File: src/rtl/pm_stat_pkg.sv
package pm_stat_pkg;
   parameter int unsigned PM_SRC_DEF  = 16;
   parameter int unsigned PM_BYTE_DEF = 8;
   parameter int unsigned PM_SYNC_DEF = 2;
   parameter int unsigned PM_SYNC_MAX = 4;

   function automatic int unsigned pm_num_bytes(int unsigned n, int unsigned b);
      return (n + b - 1) / b;
   endfunction
endpackage

File: src/rtl/pm_evt_edge.sv
module pm_evt_edge #(
   parameter int unsigned N      = 16,
   parameter int unsigned STAGES = 2
) (
   input  logic         clk,
   input  logic         rst_n,
   input  logic [N-1:0] evt_i,
   output logic [N-1:0] rise_o
);
   logic [N-1:0] synced;
   logic [N-1:0] prev_q;

   generate
      if (STAGES == 0) begin : g_direct
         assign synced = evt_i;
      end else begin : g_sync
         logic [N-1:0] chain_q [STAGES];
         always_ff @(posedge clk or negedge rst_n) begin
            if (!rst_n) begin
               for (int k = 0; k < STAGES; k++) chain_q[k] <= '0;
            end else begin
               chain_q[0] <= evt_i;
               for (int k = 1; k < STAGES; k++) chain_q[k] <= chain_q[k-1];
            end
         end
         assign synced = chain_q[STAGES-1];
      end
   endgenerate

   always_ff @(posedge clk or negedge rst_n) begin
      if (!rst_n) prev_q <= '0;
      else        prev_q <= synced;
   end

   assign rise_o = synced & ~prev_q;
endmodule

File: src/rtl/pm_wr_decode.sv
module pm_wr_decode #(
   parameter int unsigned N      = 16,
   parameter int unsigned BYTE_W = 8,
   parameter int unsigned NB     = 2
) (
   input  logic          wr_en_i,
   input  logic [NB-1:0] wr_be_i,
   input  logic [N-1:0]  wr_data_i,
   output logic [N-1:0]  clr_o
);
   generate
      for (genvar b = 0; b < NB; b++) begin : g_byte
         assign clr_o[b*BYTE_W +: BYTE_W] =
            {BYTE_W{wr_en_i & wr_be_i[b]}} & ~wr_data_i[b*BYTE_W +: BYTE_W];
      end
   endgenerate
endmodule

File: src/rtl/pm_stat_reg.sv
module pm_stat_reg #(
   parameter int unsigned N = 16
) (
   input  logic         clk,
   input  logic         rst_n,
   input  logic [N-1:0] set_i,
   input  logic [N-1:0] clr_i,
   output logic [N-1:0] stat_o
);
   generate
      for (genvar i = 0; i < N; i++) begin : g_bit
         always_ff @(posedge clk or negedge rst_n) begin
            if (!rst_n)        stat_o[i] <= 1'b0;
            else if (set_i[i]) stat_o[i] <= 1'b1;
            else if (clr_i[i]) stat_o[i] <= 1'b0;
         end
      end
   endgenerate
endmodule

File: src/rtl/pm_edge_status.sv
module pm_edge_status
   import pm_stat_pkg::*;
#(
   parameter int unsigned NUM_SRC     = PM_SRC_DEF,
   parameter int unsigned BYTE_W      = PM_BYTE_DEF,
   parameter int unsigned SYNC_STAGES = PM_SYNC_DEF,
   localparam int unsigned NUM_BYTES  = pm_num_bytes(NUM_SRC, BYTE_W)
) (
   input  logic                 clk,
   input  logic                 rst_n,
   input  logic [NUM_SRC-1:0]   evt_i,
   input  logic [NUM_SRC-1:0]   evt_en_i,
   input  logic                 wr_en_i,
   input  logic [NUM_BYTES-1:0] wr_be_i,
   input  logic [NUM_SRC-1:0]   wr_data_i,
   output logic [NUM_SRC-1:0]   status_o,
   output logic                 irq_o
);
   generate
      if (NUM_SRC == 0 || BYTE_W == 0) begin : g_bad_width
         $error("pm_edge_status: NUM_SRC and BYTE_W must be nonzero");
      end
      if (NUM_SRC % BYTE_W != 0) begin : g_bad_bytes
         $error("pm_edge_status: NUM_SRC must be a multiple of BYTE_W");
      end
      if (SYNC_STAGES > PM_SYNC_MAX) begin : g_bad_sync
         $error("pm_edge_status: SYNC_STAGES exceeds the supported depth");
      end
   endgenerate

   logic [NUM_SRC-1:0] rise_vec;
   logic [NUM_SRC-1:0] set_vec;
   logic [NUM_SRC-1:0] clr_vec;

   pm_evt_edge #(.N(NUM_SRC), .STAGES(SYNC_STAGES)) u_edge (
      .clk    (clk),
      .rst_n  (rst_n),
      .evt_i  (evt_i),
      .rise_o (rise_vec)
   );

   assign set_vec = rise_vec & evt_en_i;

   pm_wr_decode #(.N(NUM_SRC), .BYTE_W(BYTE_W), .NB(NUM_BYTES)) u_dec (
      .wr_en_i   (wr_en_i),
      .wr_be_i   (wr_be_i),
      .wr_data_i (wr_data_i),
      .clr_o     (clr_vec)
   );

   pm_stat_reg #(.N(NUM_SRC)) u_reg (
      .clk    (clk),
      .rst_n  (rst_n),
      .set_i  (set_vec),
      .clr_i  (clr_vec),
      .stat_o (status_o)
   );

   assign irq_o = |status_o;
endmodule

File: config.mk
export PLATFORM = sky130hd
export DESIGN_NAME = pm_edge_status
export DESIGN_NICKNAME = d
export VERILOG_FILES = /design/src/rtl/pm_stat_pkg.sv /design/src/rtl/pm_evt_edge.sv /design/src/rtl/pm_wr_decode.sv /design/src/rtl/pm_stat_reg.sv /design/src/rtl/pm_edge_status.sv
export SDC_FILE = /design/constraint.sdc
export NUM_CORES = 1
export LEC_CHECK = 0
export ABC_AREA = 1
export BUFFER_PORTS_ARGS = -buffer_cell sky130_fd_sc_hd__buf_2
export CAP_MARGIN = 20
export CORE_MARGIN = 2
export CORE_UTILIZATION = 50
export CTS_CLUSTER_SIZE = 14
export DETAILED_ROUTE_END_ITERATION = 7
export PLACE_DENSITY_LB_ADDON = 0.08
export RECOVER_POWER = 25
export SLEW_MARGIN = 0
export SYNTH_ARGS = -nofsm -noshare
export SYNTH_HDL_FRONTEND = slang
export SYNTH_SLANG_ARGS = --single-unit
File: constraint.sdc
create_clock -name clk -period 1.5 [get_ports clk]
set_input_delay 0.075 -clock clk [delete_from_list [all_inputs] [get_ports clk]]
set_output_delay 0.075 -clock clk [all_outputs]
set_load 0.05 [all_outputs]
# == Word level (Yosys, flattened, before mapping) ==
# Index checks and enable logic that the tools add are counted.
# classes
mux,32
reduce_logical,17
n_bitwise,9
# op_table
op,count
$and A16 B16 Y16,2
$mux W1,32
$reduce_bool A2 Y1,16
$and A8 B8 Y8,2
$not A16 Y16,1
$not A8 Y8,2
$reduce_or A16 Y1,1
$and A1 B1 Y1,2
# word_totals
ff_bits,64
output_inout_bits,17

# == Longest topological paths before layout ==
# Gate-level depths: netlist of run 1.
# depth
word_depth,4
mapped_depth,4
depth_no_buf,4

# == Hierarchy ==
# Synthesis of run 1 repeated with hierarchy kept, for this count alone.
# hier_totals
cells_unflattened,225
hier_area_um2,2245.9
# by_module_without_submodules
mod,area_per_inst_um2,instances,cells_each,seq_area_each_um2
pm_evt_edge,1361.3,1,80,1201.2
pm_stat_reg,640.6,1,80,400.4
pm_edge_status,176.4,1,47,0.0
pm_wr_decode,67.6,1,18,0.0

# == Worst setup path before layout of run 1 ==
# OpenSTA, ideal clock, no wires.
# synth_path
kind,register to output
from,reg u_reg.stat_o[11]
to,out irq_o
path_slack_ns,0.265
path_stages_with_launch,5
arrival_ns,1.160
path_cell_list,dfrtp_1 nor2_1 nand2_1 nor2_1 nand2_1
# synth_via
elab_chain_cells,1
# synth_rtl
item,line,rtl
from (decl),pm_stat_reg.sv:8,output logic [N-1:0] stat_o
"from (signal, indexed assignment)",pm_stat_reg.sv:13,if (!rst_n) stat_o[i] <= 1'b0;
"from (signal, indexed assignment)",pm_stat_reg.sv:14,else if (set_i[i]) stat_o[i] <= 1'b1;
"from (signal, indexed assignment)",pm_stat_reg.sv:15,else if (clr_i[i]) stat_o[i] <= 1'b0;
$reduce_or A16 Y1,pm_edge_status.sv:59,assign irq_o = |status_o;
to (decl),pm_edge_status.sv:17,output logic irq_o
# Every way passes these cells.

# == Worst setup path after layout of run 1 ==
# layout_path
from,reg u_reg.stat_o[7]
to,out irq_o
# Same word-level chain as after synthesis.

==> impl_metrics.tcl, run 1 <==
set metrics [dict create \
    status "completed" \
    clk_latency_ns 0.32 \
    wl_microns 4090 \
    cp.buffers_inverters 1 \
    firstDrtPassIters 4 \
    synth_cell_types 6 \
    period_minus_slack_ns 1.39 \
    dr_wl_met2_microns 2200 \
    vias_per_cell 4.62 \
    highest_layer "met4" \
    netlist_area_sq_um 1930 \
    wl_met1_microns 1570 \
    clockBufferDepth 2 \
    drive_gt1_share_pct 33.3 \
    final_cell_mix "69 x buf_2, 64 x dfrtp_1, 46 x dlygate4sd3_1, 21 x nand2_1" \
    grt_max_degree 65 \
    ys_seq_elements 64 \
    layout_commonest_cell "buf_2" \
    antenna_cells 0 \
    tightest_slew_ns 0.308 \
    gp_congestion 0.763 \
    post-dp-hpwl_microns 2430 \
    p_int_uw 3080 \
    final.setup.tns_ns 0 \
    wl_per_cell_microns 13.2 \
    ys_warn_count 0 \
    p_seq_share_pct 46.6 \
    clock-sinks 64 \
    syn_nets 182 \
    combPwrFrac_pct 16.7 \
    die_h_microns 66.1 \
    crit_family "flip-flops" \
    finalClockSkew_ns 0.00756 \
    drc 0 \
    syn_to_final_growth_pct 57.2 \
    wl_met3_microns 238 \
    antenna_found_initial 0 \
    track_usage_pct 21.9 \
    crit_required_ns 1.42 \
    worst_hold_slack_ns 0.0101 \
    pin_count 70 \
    numPortBuffers 69 \
    ant_nets 0 \
    max_freq_mhz 718 \
    htree_levels 3 \
    hold_path.class "input port to flip-flop" \
    ys_seq_area_share_pct 83.0 \
    num_vias 1428 \
    maxCapViolCount 0 \
    switchingPower_uw 1060 \
    path_clk_slew_ns 0.07 \
    fill_cells 194 \
    grt_pass1_wl_microns 6670 \
    slew_headroom_pct 79.5 \
    p_clk_share_pct 36.7 \
    startpoint_type "flip-flop" \
    grt_pass1_vias 1548 \
    rsz0062_at_grt "no" \
    cts_tree "done" \
    criticalPathCategory "flip-flop to primary output" \
    leakage_uw 0.00145 \
    ir_drop_mv 0.788 \
    dieArea_sq_um 4370 \
    cp.arrival_ns 1.32 \
    avgSynthCellArea_sq_um 15.0 \
    hold_violations 0 \
    numCtsBuffers 9 \
    row_count 22 \
    r2r_setup_slack_ns 0.27 \
    switching_share_pct 25.6 \
    drt_iter0_markers 98 \
    worstPathCellList "nor2_1, nand2_1, nor2_1, nand2_1, buf_2" \
    max_stage_delay_ns 0.40 \
    cts-hold-fix-buffers 46 \
    period_share_pct 92.8 \
    setup_violations 0 \
    clk_root_buffer_cell "clkbuf_8" \
    die_w_microns 66.1 \
    start_util_pct 52.3 \
    endpoint_kind "primary output" \
    nets 309 \
    pwr_density_cell_nw_per_um2 1360 \
    cp_max_fo 3 \
    slowest_stage "dfrtp_1" \
    cts_resized 0 \
    syn_inst 129 \
    core-area_sq_um 3690 \
    overflow 0 \
    post_cts.repair.setup_buffers 0 \
    drv_slew 0 \
]
through the flow:
step / utilization [%] / cell area [sq um] / total power, uW / worst slack, ns / cells
finish: 82.3 / 3030 / 4140 / 0.108 / 309
global route: 82.3 / 3030 / 4340 / 0.0144 / 309
CTS: 82.3 / 3030 / 4170 / 0.109 / 309
detailed placement: 63.9 / 2360 / 2500 / 0.480 / 247
global placement: 63.9 / 2360 / 2480 / 0.473 / 247
floorplan: - / 1930 / 2280 / 0.265 / 129
routing by layer:
metal / vias up / track usage, %
met2: 53 / 37.9
met3: 9 / 6.81
met5: - / 0
met1: 684 / 24.4
met4: 0 / 10.5
li1: 682 / -
worst paths after layout:
check	cells after the start	startpoint	end
setup / recovery	5	u_reg.stat_o[7]$_DFFE_PN0P_	irq_o
hold / removal	3	evt_en_i[13]	u_reg.stat_o[13]$_DFFE_PN0P_
setup reg to reg	3	u_reg.stat_o[9]$_DFFE_PN0P_	u_reg.stat_o[9]$_DFFE_PN0P_
hold reg to reg	0	u_edge.g_sync.chain_q[17]$_DFF_PN0_	u_edge.synced[1]$_DFF_PN0_
max in group asynchronous	3	rst_n	u_edge.prev_q[0]$_DFF_PN0_
min in group asynchronous	3	rst_n	u_reg.stat_o[15]$_DFFE_PN0P_
worst register-to-register path: stages, from the launching register on:
cell           delay [ns]
dfrtp_1              0.39
o21ai_1              0.09
nand2_1              0.08
dlygate4sd3_1        0.56
cell usage after synthesis:
library cell	instances	area, sq um
nor2_1	10	37.5
nand3b_1	16	120
dfrtp_1	64	1600
nand2_2	2	12.5
nand2_1	21	78.8
o21ai_1	16	80.1
logic make-up after synthesis:
group           after synthesis  share of synthesized area [%]
compound gates               16                           4.15
flops                        64                           83.0
simple gates                 49                           12.9
power by group through the flow:
stage	logic, uW	registers, uW	clock network [uW]
2_1_floorplan	88.5	2190	0
3_3_place_gp	531	1950	0
3_5_place_dp	541	1960	0
4_1_cts	685	1930	1560
5_1_grt	741	1950	1650
6_report	693	1930	1520
sequential cells by signal (all words and copies together), names as in the netlist:
register / count
u_edge.synced: 16
u_edge.g_sync.chain_q: 16
u_edge.prev_q: 16
u_reg.stat_o: 16
cell type report:
type / instances / area, sq um / area share [%]
sequential: 64 / 1600 / 52.8
tap: 48 / 60.1 / 1.98
clock inverter: 2 / 35.0 / 1.15
multi-input combinational: 65 / 329 / 10.8
clock buffer: 14 / 183 / 6.02
timing repair buffer: 116 / 826 / 27.2
Power figures use the tool's default switching activity.
==> inputs of run 2 (changes only) <==
--- a/config.mk
+++ b/config.mk
@@ -12,7 +12,7 @@
 export CORE_UTILIZATION = 50
 export CTS_CLUSTER_SIZE = 14
 export DETAILED_ROUTE_END_ITERATION = 7
-export PLACE_DENSITY_LB_ADDON = 0.08
+export PLACE_DENSITY = 0.84
 export RECOVER_POWER = 25
 export SLEW_MARGIN = 0
 export SYNTH_ARGS = -nofsm -noshare
==> run 2 against run 1 <==
Via count decreased by 6.0%. Total power decreased by 1.6%. Maximum frequency increased by 3.5%. Clock-buffer cell count decreased by 4. Register-to-register slack about the same.
==> impl_metrics.tcl, run 2 (synthesized netlist as in run 1, its figures left out) <==
set metrics [dict create \
    status "completed" \
    tightest_slew_ns 0.314 \
    layout_commonest_cell "buf_2" \
    syn_to_final_growth_pct 52.5 \
    nets 301 \
    stdcell_count 299 \
    track_usage_pct 19.9 \
    start_util_pct 52.3 \
    final_cell_mix "69 x buf_2, 64 x dfrtp_1, 38 x dlygate4sd3_1, 21 x nand2_1" \
    fill_cells 222 \
    fin_area_sq_um 2940 \
    period_minus_slack_ns 1.35 \
    endpoint_kind "primary output" \
    grt_pass1_wl_microns 6140 \
    numPortBuffers 69 \
    grt_max_degree 65 \
    htree_levels 3 \
    cp.arrival_ns 1.27 \
    crit_required_ns 1.42 \
    maxCapViolCount 0 \
    use_met2_pct 33.4 \
    clk_root_buffer_cell "clkbuf_8" \
    row_count 22 \
    post_cts.repair.setup_buffers 0 \
    vias_per_cell 4.49 \
    cts_resized 0 \
    ant_nets 0 \
    clk_latency_ns 0.31 \
    hold_violations 0 \
    dieArea_sq_um 4370 \
    grt_pass1_vias 1359 \
    grt.busiest_layer "met2" \
    criticalPathCategory "flip-flop to primary output" \
    clockBufferDepth 2 \
    num_vias 1342 \
    wl_microns 3880 \
    drt_iter0_markers 70 \
    post-dp-hpwl_microns 2370 \
    hold_path.class "input port to flip-flop" \
    post_dp_cell_area_sq_um 2360 \
    clock-sinks 64 \
    cp_max_fo 3 \
    numCtsBuffers 9 \
    finalClockSkew_ns 0.00352 \
    core-area_sq_um 3690 \
    drv_slew 0 \
    grt_use_met1_pct 23.5 \
    path_clk_slew_ns 0.06 \
    drive_gt1_share_pct 34.3 \
    pin_count 70 \
    antenna_cells 0 \
    period_share_pct 89.7 \
    leakage_uw 0.00142 \
    die_h_microns 66.1 \
    wl_per_cell_microns 13.0 \
    cts_tree "done" \
    final.setup.tns_ns 0 \
    drc 0 \
    pwr_density_cell_nw_per_um2 1380 \
    use_met3_pct 6.47 \
    slew_headroom_pct 79.1 \
    overflow 0 \
    dpl.cell_count 247 \
    max_freq_mhz 743 \
    gp_congestion 0.796 \
    startpoint_type "flip-flop" \
    setup_violations 0 \
    ir_drop_mv 0.926 \
    firstDrtPassIters 6 \
    die_w_microns 66.1 \
    antenna_found_initial 0 \
    rsz0062_at_grt "no" \
]
-- run 2: layout make-up --
cell class	instances	area, sq um	area share (%)
Multi-Input combinational cell	65	329	11.2
Clock inverter	4	70.1	2.38
Clock buffer	10	138	4.67
Sequential cell	64	1600	54.4
Timing Repair Buffer	108	746	25.3
Tap cell	48	60.1	2.04
-- run 2: final timing paths --
path | start | endpoint | slack (ns) | cells past startpoint
max in group asynchronous | rst_n | u_edge.prev_q[1]$_DFF_PN0_ | 0.96 | 3
min reg2reg | u_edge.g_sync.chain_q[28]$_DFF_PN0_ | u_edge.synced[12]$_DFF_PN0_ | 0.35 | 0
max | u_reg.stat_o[7]$_DFFE_PN0P_ | irq_o | 0.15 | 5
min | evt_en_i[2] | u_reg.stat_o[2]$_DFFE_PN0P_ | 0.008 | 3
max reg2reg | u_reg.stat_o[11]$_DFFE_PN0P_ | u_reg.stat_o[11]$_DFFE_PN0P_ | 0.28 | 3
min in group asynchronous | rst_n | u_edge.synced[11]$_DFF_PN0_ | 0.29 | 3
-- run 2: power breakdown --
group	internal [uW]	switching, uW	leakage [uW]	total (uW)
registers	1860	69.5	0.000744	1930
clock network	956	555	0.000108	1510
logic	230	404	0.000564	634
-- run 2: critical path, cell delays in order (launching register included) --
cell and delay, ns:
dfrtp_1 0.38, nor2_1 0.12, nand2_1 0.06, nor2_1 0.13, nand2_1 0.06, buf_2 0.21
-- run 2: through the flow --
stage               setup WS, ns  utilization, %  total power [uW]  hold WS (ns)
floorplan                  0.265               -              2280        -0.221
global placement           0.531            63.9              2470         0.104
detailed placement         0.483            63.9              2500         0.106
CTS                        0.141            79.5              4100       0.00259
global route              0.0308            79.8              4270       0.00436
finish                     0.155            79.8              4070       0.00773
-- run 2: repair_timing --
action	CTS	global route
hold buffers	37	1
hold endpoints to repair	95	1
setup endpoints to repair	0	0
-- run 2: routing by layer --
metal  wire, microns  vias up
li1                -      663
met1            1590      621
met2            2040       47
met3             151       11
met4              97        0
met5               0        -
==> inputs of run 3 (changes only) <==
--- a/config.mk
+++ b/config.mk
@@ -9,10 +9,10 @@
 export BUFFER_PORTS_ARGS = -buffer_cell sky130_fd_sc_hd__buf_2
 export CAP_MARGIN = 20
 export CORE_MARGIN = 2
-export CORE_UTILIZATION = 50
+export CORE_UTILIZATION = 28
 export CTS_CLUSTER_SIZE = 14
 export DETAILED_ROUTE_END_ITERATION = 7
-export PLACE_DENSITY = 0.84
+export PLACE_DENSITY = 0.53
 export RECOVER_POWER = 25
 export SLEW_MARGIN = 0
 export SYNTH_ARGS = -nofsm -noshare
==> run 3 against run 2 <==
Clock skew grew 0.0018 ns. Routed wire length up 2.3%. Clock power up 17%. Via count rose by 3.1%. Final area increased by 5.7%. Global-route usage fell by 8.0 points. Final cell count increased by 14%. Core utilization decreased by 34 points. Sequential share of layout area down 2.9 points. Combinational power is 8.4% higher. Critical path type unchanged. Highest routed layer unchanged.
==> impl_metrics.tcl, run 3 (synthesized netlist as in run 1, its figures left out) <==
set metrics [dict create \
    startpoint_type "flip-flop" \
    grt_pass1_vias 1408 \
    numPortBuffers 69 \
    dieArea_sq_um 7580 \
    slowest_stage "dfrtp_1" \
    drive_gt1_share_pct 33.5 \
    tightest_slew_ns 0.339 \
    period_share_pct 92.2 \
    htree_levels 3 \
    pin_count 70 \
    drt_iter0_markers 43 \
    criticalPathCategory "flip-flop to primary output" \
    wl_per_cell_microns 11.7 \
    finalClockSkew_ns 0.00530 \
    track_usage_pct 11.9 \
    setup_violations 0 \
    drv_slew 0 \
    die_w_microns 87.0 \
    r2r_setup_slack_ns 0.25 \
    clockBufferDepth 2 \
    r2r-start "u_reg.stat_o[0]$_DFFE_PN0P_" \
    post-dp-hpwl_microns 2550 \
    overflow 0 \
    gp_congestion 0.708 \
    pwr_density_cell_nw_per_um2 1410 \
    cp.arrival_ns 1.31 \
    slew_headroom_pct 77.4 \
    multiInputGateArea_sq_um 332 \
    hold_depth 3 \
    path_clk_slew_ns 0.06 \
    r2r_cells 3 \
    start_util_pct 28.7 \
    cp_max_fo 3 \
    die_h_microns 87.0 \
    post_cts.repair.setup_buffers 0 \
    syn_to_final_growth_pct 61.1 \
    clk_root_buffer_cell "clkbuf_8" \
    clock-sinks 64 \
    ant_nets 0 \
    max_freq_mhz 723 \
    status "completed" \
    numCtsBuffers 9 \
    worstPathCellList "nor2_1, nand2_1, nor2_1, nand2_1, buf_2" \
    period_minus_slack_ns 1.38 \
    hold_violations 0 \
    num_vias 1384 \
    drc 0 \
    wl_microns 3970 \
    max_stage_delay_ns 0.39 \
    power.total_uw 4380 \
    final_cell_mix "69 x buf_2, 64 x dfrtp_1, 47 x dlygate4sd3_1, 21 x nand2_1" \
    clk_latency_ns 0.33 \
    ir_drop_mv 0.449 \
    r2r_end "u_reg.stat_o[0]$_DFFE_PN0P_" \
    min_from "evt_en_i[12]" \
    layout_commonest_cell "buf_2" \
    crit_start "u_reg.stat_o[15]$_DFFE_PN0P_" \
    fill_cells 616 \
    grt_max_degree 65 \
    endpoint_kind "primary output" \
    crit_family "flip-flops" \
    final-seq-area_sq_um 1600 \
    hold_path_end "u_reg.stat_o[12]$_DFFE_PN0P_" \
    final.setup.tns_ns 0 \
    core-area_sq_um 6720 \
    crit_cells 5 \
    cts_tree "done" \
    cp.buffers_inverters 1 \
    grt_pass1_wl_microns 6490 \
    row_count 30 \
    antenna_cells 0 \
    leakage_uw 0.00147 \
    hold_path.class "input port to flip-flop" \
    antenna_found_initial 0 \
    crit_required_ns 1.42 \
    vias_per_cell 4.07 \
    rsz0062_at_grt "no" \
    maxCapViolCount 0 \
    nets 310 \
    firstDrtPassIters 3 \
]
run 3: cell types whose count changed in the layout (fill, tap and decap cells not counted), sizes merged:
cell	change
clkbuf	+1
dlygate4sd3	+9
bufinv	+1
clkinv	-2
run 3: final cells by class:
cell class	instances	area share, %
clock buffer	11	4.87
clock inverter	3	2.90
multi-input combinational	65	10.7
sequential	64	51.5
tap	80	3.22
timing repair buffer	117	26.9
run 3: how the worst max path moves through the flow:
| stage | to | slack (ns) |
|---|---|---|
| finish | irq_o | 0.12 |
| global route | irq_o | 0.006 |
| CTS | irq_o | 0.07 |
| detailed placement | irq_o | 0.44 |
| global placement | irq_o | 0.43 |
| floorplan | irq_o | 0.26 |
run 3: power breakdown:
group          internal, uW  switching (uW)
Combinational           278             410
Clock                  1180             585
Sequential             1860            70.2
Total                  3310            1060
run 3: what timing repair did:
action | in CTS | in global routing
hold buffers | 47 | 0
endpoints found under the setup margin | 0 | 1
resized for setup | 0 | 1
hold endpoints to repair | 96 | 0
run 3: worst min-delay path, stage by stage:
cell	delay, ns
buf_2	0.09
nand3b_1	0.09
nand2_1	0.08
run 3: routing by layer:
metal | GRT usage, % | share of wire (%)
met1 | 15.2 | 45
met2 | 16.7 | 45
met3 | 4.83 | 7.0
met4 | 7.67 | 2.8
met5 | 0 | 0
run 3: through the flow:
step / cell area, sq um / hold WS, ns / worst slack [ns] / utilization (%) / std cells
3_5_place_dp: 2400 / 0.114 / 0.439 / 35.7 / 279
3_3_place_gp: 2400 / 0.112 / 0.427 / 35.7 / 279
4_1_cts: 3110 / 0.0415 / 0.0670 / 46.3 / 340
6_report: 3110 / 0.0427 / 0.118 / 46.3 / 340
2_1_floorplan: 1930 / -0.221 / 0.265 / - / 129
5_1_grt: 3110 / 0.0644 / 0.00558 / 46.3 / 340
